[src/rtl/cbr_pkg.sv]
// Shared types for the buffered byte readout.
package cbr_pkg;
    // Frame receiver states, in the order a character passes through them.
    typedef enum logic [1:0] {
        RX_IDLE  = 2'd0,
        RX_START = 2'd1,
        RX_DATA  = 2'd2,
        RX_STOP  = 2'd3
    } rx_state_e;
endpackage

[src/rtl/cbr_clk_sync.sv]
// Brings an asynchronous clock-like input into the clk domain and
// produces a one-cycle pulse for each rising edge of that input.
// Assumes the input stays high and low for at least 2 clk cycles each.
module cbr_clk_sync #(
    parameter int STAGES = 2
) (
    input  logic clk,
    input  logic rst_n,
    input  logic async_in,
    output logic rise
);
    logic [STAGES-1:0] chain;
    logic              last;

    // Shift the input through the synchronizer chain.
    always_ff @(posedge clk) begin
        if (!rst_n) chain <= '0;
        else        chain <= {chain[STAGES-2:0], async_in};
    end

    // Keep the previous synchronized level for edge detection.
    always_ff @(posedge clk) begin
        if (!rst_n) last <= 1'b0;
        else        last <= chain[STAGES-1];
    end

    assign rise = chain[STAGES-1] & ~last;
endmodule

[src/rtl/cbr_frame_rx.sv]
// Finds start/8-data/stop frames in a demodulated bit stream that is
// synchronous to clk. The start bit is checked again at its middle, and
// data bits are sampled at bit centres. After the last data bit it pulses
// byte_vld for one cycle, with byte_q valid in that same cycle.
// Dropping carrier_ok aborts any frame in progress.
module cbr_frame_rx
    import cbr_pkg::*;
#(
    parameter int CLK_PER_BIT = 16,
    parameter int DATA_BITS   = 8
) (
    input  logic                 clk,
    input  logic                 rst_n,
    input  logic                 carrier_ok,
    input  logic                 serial_in,
    output logic                 byte_vld,
    output logic [DATA_BITS-1:0] byte_q
);
    localparam int CNT_W    = $clog2(CLK_PER_BIT);
    localparam int IDX_W    = (DATA_BITS > 2) ? $clog2(DATA_BITS) : 1;
    localparam int HALF_BIT = CLK_PER_BIT / 2;

    rx_state_e            state;
    logic [CNT_W-1:0]     cnt;
    logic [IDX_W-1:0]     idx;
    logic [DATA_BITS-1:0] shreg;

    // Frame state machine: start check, data sampling, stop bit wait.
    always_ff @(posedge clk) begin
        if (!rst_n) begin
            state    <= RX_IDLE;
            cnt      <= '0;
            idx      <= '0;
            shreg    <= '0;
            byte_vld <= 1'b0;
        end else begin
            byte_vld <= 1'b0;
            if (!carrier_ok) begin
                state <= RX_IDLE;
                cnt   <= '0;
            end else begin
                case (state)
                    RX_IDLE: begin
                        if (!serial_in) begin
                            state <= RX_START;
                            cnt   <= CNT_W'(HALF_BIT - 1);
                        end
                    end
                    RX_START: begin
                        if (cnt == '0) begin
                            if (!serial_in) begin
                                state <= RX_DATA;
                                cnt   <= CNT_W'(CLK_PER_BIT - 1);
                                idx   <= '0;
                            end else begin
                                state <= RX_IDLE;
                            end
                        end else begin
                            cnt <= cnt - CNT_W'(1);
                        end
                    end
                    RX_DATA: begin
                        if (cnt == '0) begin
                            shreg <= {serial_in, shreg[DATA_BITS-1:1]};
                            cnt   <= CNT_W'(CLK_PER_BIT - 1);
                            if (idx == IDX_W'(DATA_BITS - 1)) begin
                                byte_vld <= 1'b1;
                                state    <= RX_STOP;
                            end else begin
                                idx <= idx + IDX_W'(1);
                            end
                        end else begin
                            cnt <= cnt - CNT_W'(1);
                        end
                    end
                    RX_STOP: begin
                        if (cnt == '0) state <= RX_IDLE;
                        else           cnt   <= cnt - CNT_W'(1);
                    end
                    default: state <= RX_IDLE;
                endcase
            end
        end
    end

    assign byte_q = shreg;
endmodule

[src/rtl/cbr_readout.sv]
// Holds the received byte in a shift register that the host drains one
// bit per read edge, oldest bit first. It also drives the self-timed
// ready strobe, which an early read clears, and the sticky overrun flag.
// Assumes load and rd_rise are single-cycle pulses in the clk domain.
module cbr_readout #(
    parameter int DATA_BITS = 8,
    parameter int HALF_BIT  = 8
) (
    input  logic                         clk,
    input  logic                         rst_n,
    input  logic                         load,
    input  logic [DATA_BITS-1:0]         byte_in,
    input  logic                         rd_rise,
    output logic                         data_out,
    output logic                         rdy_n,
    output logic                         overrun,
    output logic [$clog2(DATA_BITS+1)-1:0] bits_left
);
    localparam int LEFT_W = $clog2(DATA_BITS + 1);
    localparam int TMR_W  = (HALF_BIT > 2) ? $clog2(HALF_BIT) : 1;

    logic [DATA_BITS-1:0] shreg;
    logic [LEFT_W-1:0]    left;
    logic                 data_q;
    logic                 rdy_q;
    logic [TMR_W-1:0]     tmr;
    logic                 ovr_q;

    // Load a new byte, or shift one bit out per host read edge.
    always_ff @(posedge clk) begin
        if (!rst_n) begin
            shreg  <= '0;
            left   <= '0;
            data_q <= 1'b1;
        end else if (load) begin
            shreg <= byte_in;
            left  <= LEFT_W'(DATA_BITS);
        end else if (rd_rise && left != '0) begin
            data_q <= shreg[0];
            shreg  <= {1'b0, shreg[DATA_BITS-1:1]};
            left   <= left - LEFT_W'(1);
        end
    end

    // Ready strobe: set on load, cleared by a read edge or by the half-bit timer.
    always_ff @(posedge clk) begin
        if (!rst_n) begin
            rdy_q <= 1'b0;
            tmr   <= '0;
        end else if (load) begin
            rdy_q <= 1'b1;
            tmr   <= TMR_W'(HALF_BIT - 1);
        end else if (rdy_q) begin
            if (rd_rise || tmr == '0) rdy_q <= 1'b0;
            else                      tmr   <= tmr - TMR_W'(1);
        end
    end

    // Sticky overrun: a load while unread bits remain.
    always_ff @(posedge clk) begin
        if (!rst_n)                  ovr_q <= 1'b0;
        else if (load && left != '0) ovr_q <= 1'b1;
    end

    assign data_out  = data_q;
    assign rdy_n     = ~rdy_q;
    assign overrun   = ovr_q;
    assign bits_left = left;
endmodule

[src/rtl/cid_byte_reader.sv]
// Top level of the buffered byte readout. Frame reception is gated by
// carrier_ok. The host read clock is synchronized into clk, and the
// readout stage serves the host. Assumes demod_bit is synchronous to clk
// and that clk runs at least 4x the host read rate.
module cid_byte_reader #(
    parameter int CLK_PER_BIT = 41667,
    parameter int DATA_BITS   = 8,
    parameter int SYNC_STAGES = 2
) (
    input  logic clk,
    input  logic rst_n,
    input  logic carrier_ok,
    input  logic demod_bit,
    input  logic host_rd_clk,
    output logic data_out,
    output logic rdy_n,
    output logic overrun
);
    localparam int HALF_BIT = CLK_PER_BIT / 2;
    localparam int LEFT_W   = $clog2(DATA_BITS + 1);

    logic                 byte_vld;
    logic [DATA_BITS-1:0] rx_byte;
    logic                 host_rise;
    logic                 load;
    logic [LEFT_W-1:0]    bits_left;

    cbr_frame_rx #(
        .CLK_PER_BIT(CLK_PER_BIT),
        .DATA_BITS  (DATA_BITS)
    ) u_rx (
        .clk       (clk),
        .rst_n     (rst_n),
        .carrier_ok(carrier_ok),
        .serial_in (demod_bit),
        .byte_vld  (byte_vld),
        .byte_q    (rx_byte)
    );

    cbr_clk_sync #(
        .STAGES(SYNC_STAGES)
    ) u_sync (
        .clk     (clk),
        .rst_n   (rst_n),
        .async_in(host_rd_clk),
        .rise    (host_rise)
    );

    // A byte is only taken while carrier is still valid.
    assign load = byte_vld & carrier_ok;

    cbr_readout #(
        .DATA_BITS(DATA_BITS),
        .HALF_BIT (HALF_BIT)
    ) u_out (
        .clk      (clk),
        .rst_n    (rst_n),
        .load     (load),
        .byte_in  (rx_byte),
        .rd_rise  (host_rise),
        .data_out (data_out),
        .rdy_n    (rdy_n),
        .overrun  (overrun),
        .bits_left(bits_left)
    );
endmodule

[config.mk]
export PLATFORM = sky130hd
export DESIGN_NAME = cid_byte_reader
export DESIGN_NICKNAME = d
export VERILOG_FILES = /design/src/rtl/cbr_pkg.sv /design/src/rtl/cbr_clk_sync.sv /design/src/rtl/cbr_frame_rx.sv /design/src/rtl/cbr_readout.sv /design/src/rtl/cid_byte_reader.sv
export SDC_FILE = /design/constraint.sdc
export NUM_CORES = 1
export LEC_CHECK = 0
export BUFFER_PORTS_ARGS = -buffer_cell sky130_fd_sc_hd__clkbuf_2
export CAP_MARGIN = 0
export CORE_MARGIN = 2
export CORE_UTILIZATION = 25
export CTS_CLUSTER_DIAMETER = 30
export DETAILED_ROUTE_END_ITERATION = 8
export HOLD_SLACK_MARGIN = 0.02
export SETUP_SLACK_MARGIN = 0.3
export SYNTH_ARGS = -nofsm -noshare
export SYNTH_HDL_FRONTEND = slang
export SYNTH_SLANG_ARGS = --single-unit
[constraint.sdc]
create_clock -name clk -period 2.7 [get_ports clk]
set_input_delay 0.135 -clock clk [delete_from_list [all_inputs] [get_ports clk]]
set_output_delay 0.135 -clock clk [all_outputs]
set_load 0.02 [all_outputs]
==> flow_summary.json <==
{
  "drtIter0Drc": 192,
  "hold_path_depth": 3,
  "syn-cell-area_sq_um": 3270,
  "netSwitchingFraction_pct": 26.4,
  "placedInstanceArea_sq_um": 3480,
  "placed_cells": 539,
  "syn_to_final_growth_pct": 15.3,
  "synth.area.top_cells": "dfxtp_1 (39%), mux2i_1 (5.8%), nor2_1 (3.9%)",
  "fin_nets": 394,
  "yosysTopAreaCell": "dfxtp_1",
  "post-route-period-util_pct": 82.6,
  "yosys.area.top_type_share_pct": 38.5,
  "setup_viol": 0,
  "leakage_nw": 1.47,
  "yosysSeqAreaShare_pct": 38.5,
  "routedWlPerCell_microns": 12.7,
  "max_freq_mhz": 449,
  "cap_violations": 0,
  "synth_area_per_cell_sq_um": 8.78,
  "antenna_found_initial": 0,
  "met1_length_microns": 3380,
  "ys_warn_count": 0,
  "cp-start-kind": "flip-flop",
  "avgViaCountPerCell": 4.89,
  "dieArea_sq_um": 14000,
  "reg2reg_depth": 7,
  "rows": 41,
  "track_usage_pct": 10.7,
  "fin_cells": 556,
  "grt_max_degree": 28,
  "cts-root-buf": "clkbuf_16",
  "start_util_pct": 25.7,
  "wl_met2_microns": 3300,
  "hold_start": "demod_bit",
  "synthArstFlopShare_pct": 0,
  "worst-endpoint-arrival_ns": 2.44,
  "clkTransAtPathRegs_ns": 0.05,
  "status": "finished, final reports clean",
  "clock_sinks": 63,
  "drc_errors": 0,
  "overflow": 0,
  "via_count": 2720,
  "dp_hpwl_microns": 4850,
  "cts_tree": "yes",
  "vdd_drop_max_uv": 237,
  "tightest_slew_ns": 0.638,
  "wl_microns": 7040,
  "reg2reg_from": "u_rx.state[0]",
  "worstSetupStartpoint": "u_rx.state[0]",
  "intPower_mw": 1.65,
  "min_period_ns": 2.23,
  "port_buffers": 7,
  "antenna_cells": 0,
  "crit_path_end_kind": "flip-flop",
  "finalHoldViolCount": 0,
  "synth-edff-count": 0,
  "clk_latency_ns": 0.33,
  "fill_cells": 1364,
  "cts_buffer_depth": 2,
  "final_cell_area_sq_um": 3770,
  "ios": 8,
  "total_power_mw": 2.25,
  "drive_above_1_share_pct": 10.4,
  "ys.flop_type": "dfxtp_1",
  "min_path_type": "input port to flip-flop",
  "die_w_microns": 118,
  "die_h_microns": 118,
  "required_ns": 2.91,
  "synth_cell_types": 57,
  "synth_nets": 388,
  "finClkSkew_ns": 0.00673,
  "yosys_register_bits": 63,
  "htreeDepth": 3,
  "grt_pass1_vias": 2625,
  "p_sw_mw": 0.595,
  "rsz0062_at_grt": "no",
  "pwr-share-clk_pct": 45.5,
  "crit_type": "flip-flop to flip-flop",
  "wl_met3_microns": 235,
  "share_comb_of_total_power_pct": 11.9,
  "cts-buffers-inserted": 9,
  "crit_fanout": 8,
  "maxSlewHeadroom_pct": 57.5,
  "maxUsedRoutingLayer": "met4",
  "yosysMostFrequentCell": "dfxtp_1",
  "drt-pass1-iter-count": 4,
  "coreArea_sq_um": 12700,
  "pwr-share-seq_pct": 42.6,
  "gp_congestion": 0.816,
  "grt_pass1_wl_microns": 12300,
  "power-per-cell-area_nw_per_um2": 596,
  "drv_slew": 0,
  "fin_setup_tns_ns": 0,
  "drtAntennaViolNets": 0,
  "synthTopCellsByCount": "dfxtp_1 (63), nor2_1 (34), nand2_1 (27)",
  "synthCells": 373
}
final cells by class:
| type | count | area [sq um] | area share (%) |
|---|---|---|---|
| repair buffers | 15 | 97.6 | 2.59 |
| clock inverters | 6 | 37.5 | 0.994 |
| inverters | 12 | 45.0 | 1.19 |
| clock buffers | 10 | 229 | 6.07 |
| flip-flops and latches | 63 | 1260 | 33.4 |
| well taps | 172 | 215 | 5.70 |
| multi-input cells | 278 | 1890 | 50.0 |
flip-flops by register name, summed over array words and instances (netlist names), named ones only:
register and flops:
u_rx.cnt 16, u_out.overrun 1, u_rx.byte_q 8, u_out.rdy_q 1, u_out.shreg 8, u_rx.state 1
u_sync.chain 2, u_out.tmr 15, u_rx.byte_vld 1, u_rx.idx 3, u_out.bits_left 4, u_sync.last 1
u_out.data_out 1
cell usage in the layout, fill, tap and decap left out, types with 3 or more instances in the layout:
| cell | netlist | routed |
|---|---|---|
| o211ai_1 | 8 | 8 |
| o21ai_1 | 9 | 9 |
| and4_1 | 3 | 3 |
| o31ai_1 | 4 | 4 |
| mux2i_1 | 19 | 19 |
| buf_4 | 0 | 7 |
| nand4_1 | 6 | 6 |
| a211oi_1 | 6 | 6 |
| a21oi_1 | 21 | 21 |
| ha_1 | 10 | 10 |
| a21boi_1 | 6 | 6 |
| and2_1 | 8 | 8 |
| nand2b_1 | 3 | 3 |
| xnor2_1 | 9 | 9 |
| or3_1 | 4 | 4 |
| or4_1 | 3 | 3 |
| xor2_1 | 8 | 8 |
| o21a_1 | 4 | 4 |
| clkinv_2 | 0 | 3 |
| o2111ai_1 | 5 | 5 |
| nand2_1 | 27 | 27 |
| clkinvlp_4 | 0 | 3 |
| nor4_1 | 5 | 5 |
| nand3_1 | 15 | 15 |
| dfxtp_1 | 63 | 63 |
| clkbuf_2 | 0 | 7 |
| nor3_1 | 11 | 11 |
| o211a_1 | 7 | 7 |
| nor2_1 | 34 | 34 |
| inv_1 | 12 | 12 |
| clkbuf_16 | 0 | 9 |
| nor2b_1 | 9 | 9 |
worst paths after layout:
path / endpoint / slack [ns]
min reg2reg: u_sync.chain[1] / 0.45
max reg2reg: u_rx.cnt[0] / 0.47
min: u_rx.byte_q[7] / 0.19
max: u_rx.cnt[0] / 0.47
stage by stage:
step | hold slack (ns) | setup slack, ns | utilization [%]
2_1_floorplan | 0.262 | 0.729 | -
3_3_place_gp | 0.345 | 0.424 | 27.3
3_5_place_dp | 0.353 | 0.371 | 27.3
4_1_cts | 0.178 | 0.310 | 29.5
5_1_grt | 0.224 | 0.362 | 29.7
6_report | 0.192 | 0.471 | 29.7
per-layer routing:
| layer | vias to the layer above | global-route usage [%] |
|---|---|---|
| li1 | 1380 | - |
| met1 | 1281 | 12.7 |
| met2 | 46 | 17.4 |
| met3 | 13 | 3.47 |
| met4 | 0 | 4.69 |
| met5 | - | 0 |
worst max-delay path: stages (launching register included):
cell	delay, ns
dfxtp_1	0.37
inv_1	0.12
ha_1	0.43
nor2_1	0.40
nor2_1	0.23
o31a_1	0.19
o21ai_1	0.27
nor2_1	0.10
power by group through the flow:
stage                     registers [mW]  clock network, mW  logic (mW)
after floorplan                    0.973                  0       0.199
after global placement             0.977                  0       0.250
after detailed placement           0.977                  0       0.252
after CTS                          0.957               1.06       0.257
after global routing               0.959               1.11       0.290
final                              0.958               1.02       0.267
what timing repair did:
action,CTS,global route
endpoints found under the hold margin,1,0
hold buffers,1,0
setup endpoints to repair,0,13
gates resized for setup,0,3
setup buffers,0,0
cells by family (layout without fill, tap and decap cells):
family	count (synthesis)	after routing	share of synthesized area (%)
flip-flops	63	63	38.5
AND/OR/NAND/NOR	144	144	23.7
multiplexers	19	19	5.81
AO/OA/AOI/OAI	88	88	19.2
buffers and inverters	32	43	4.40
XOR/XNOR	17	17	4.55
adder cells (fa/ha/maj)	10	10	3.82
Note: power is estimated with default switching activity, not from simulation.
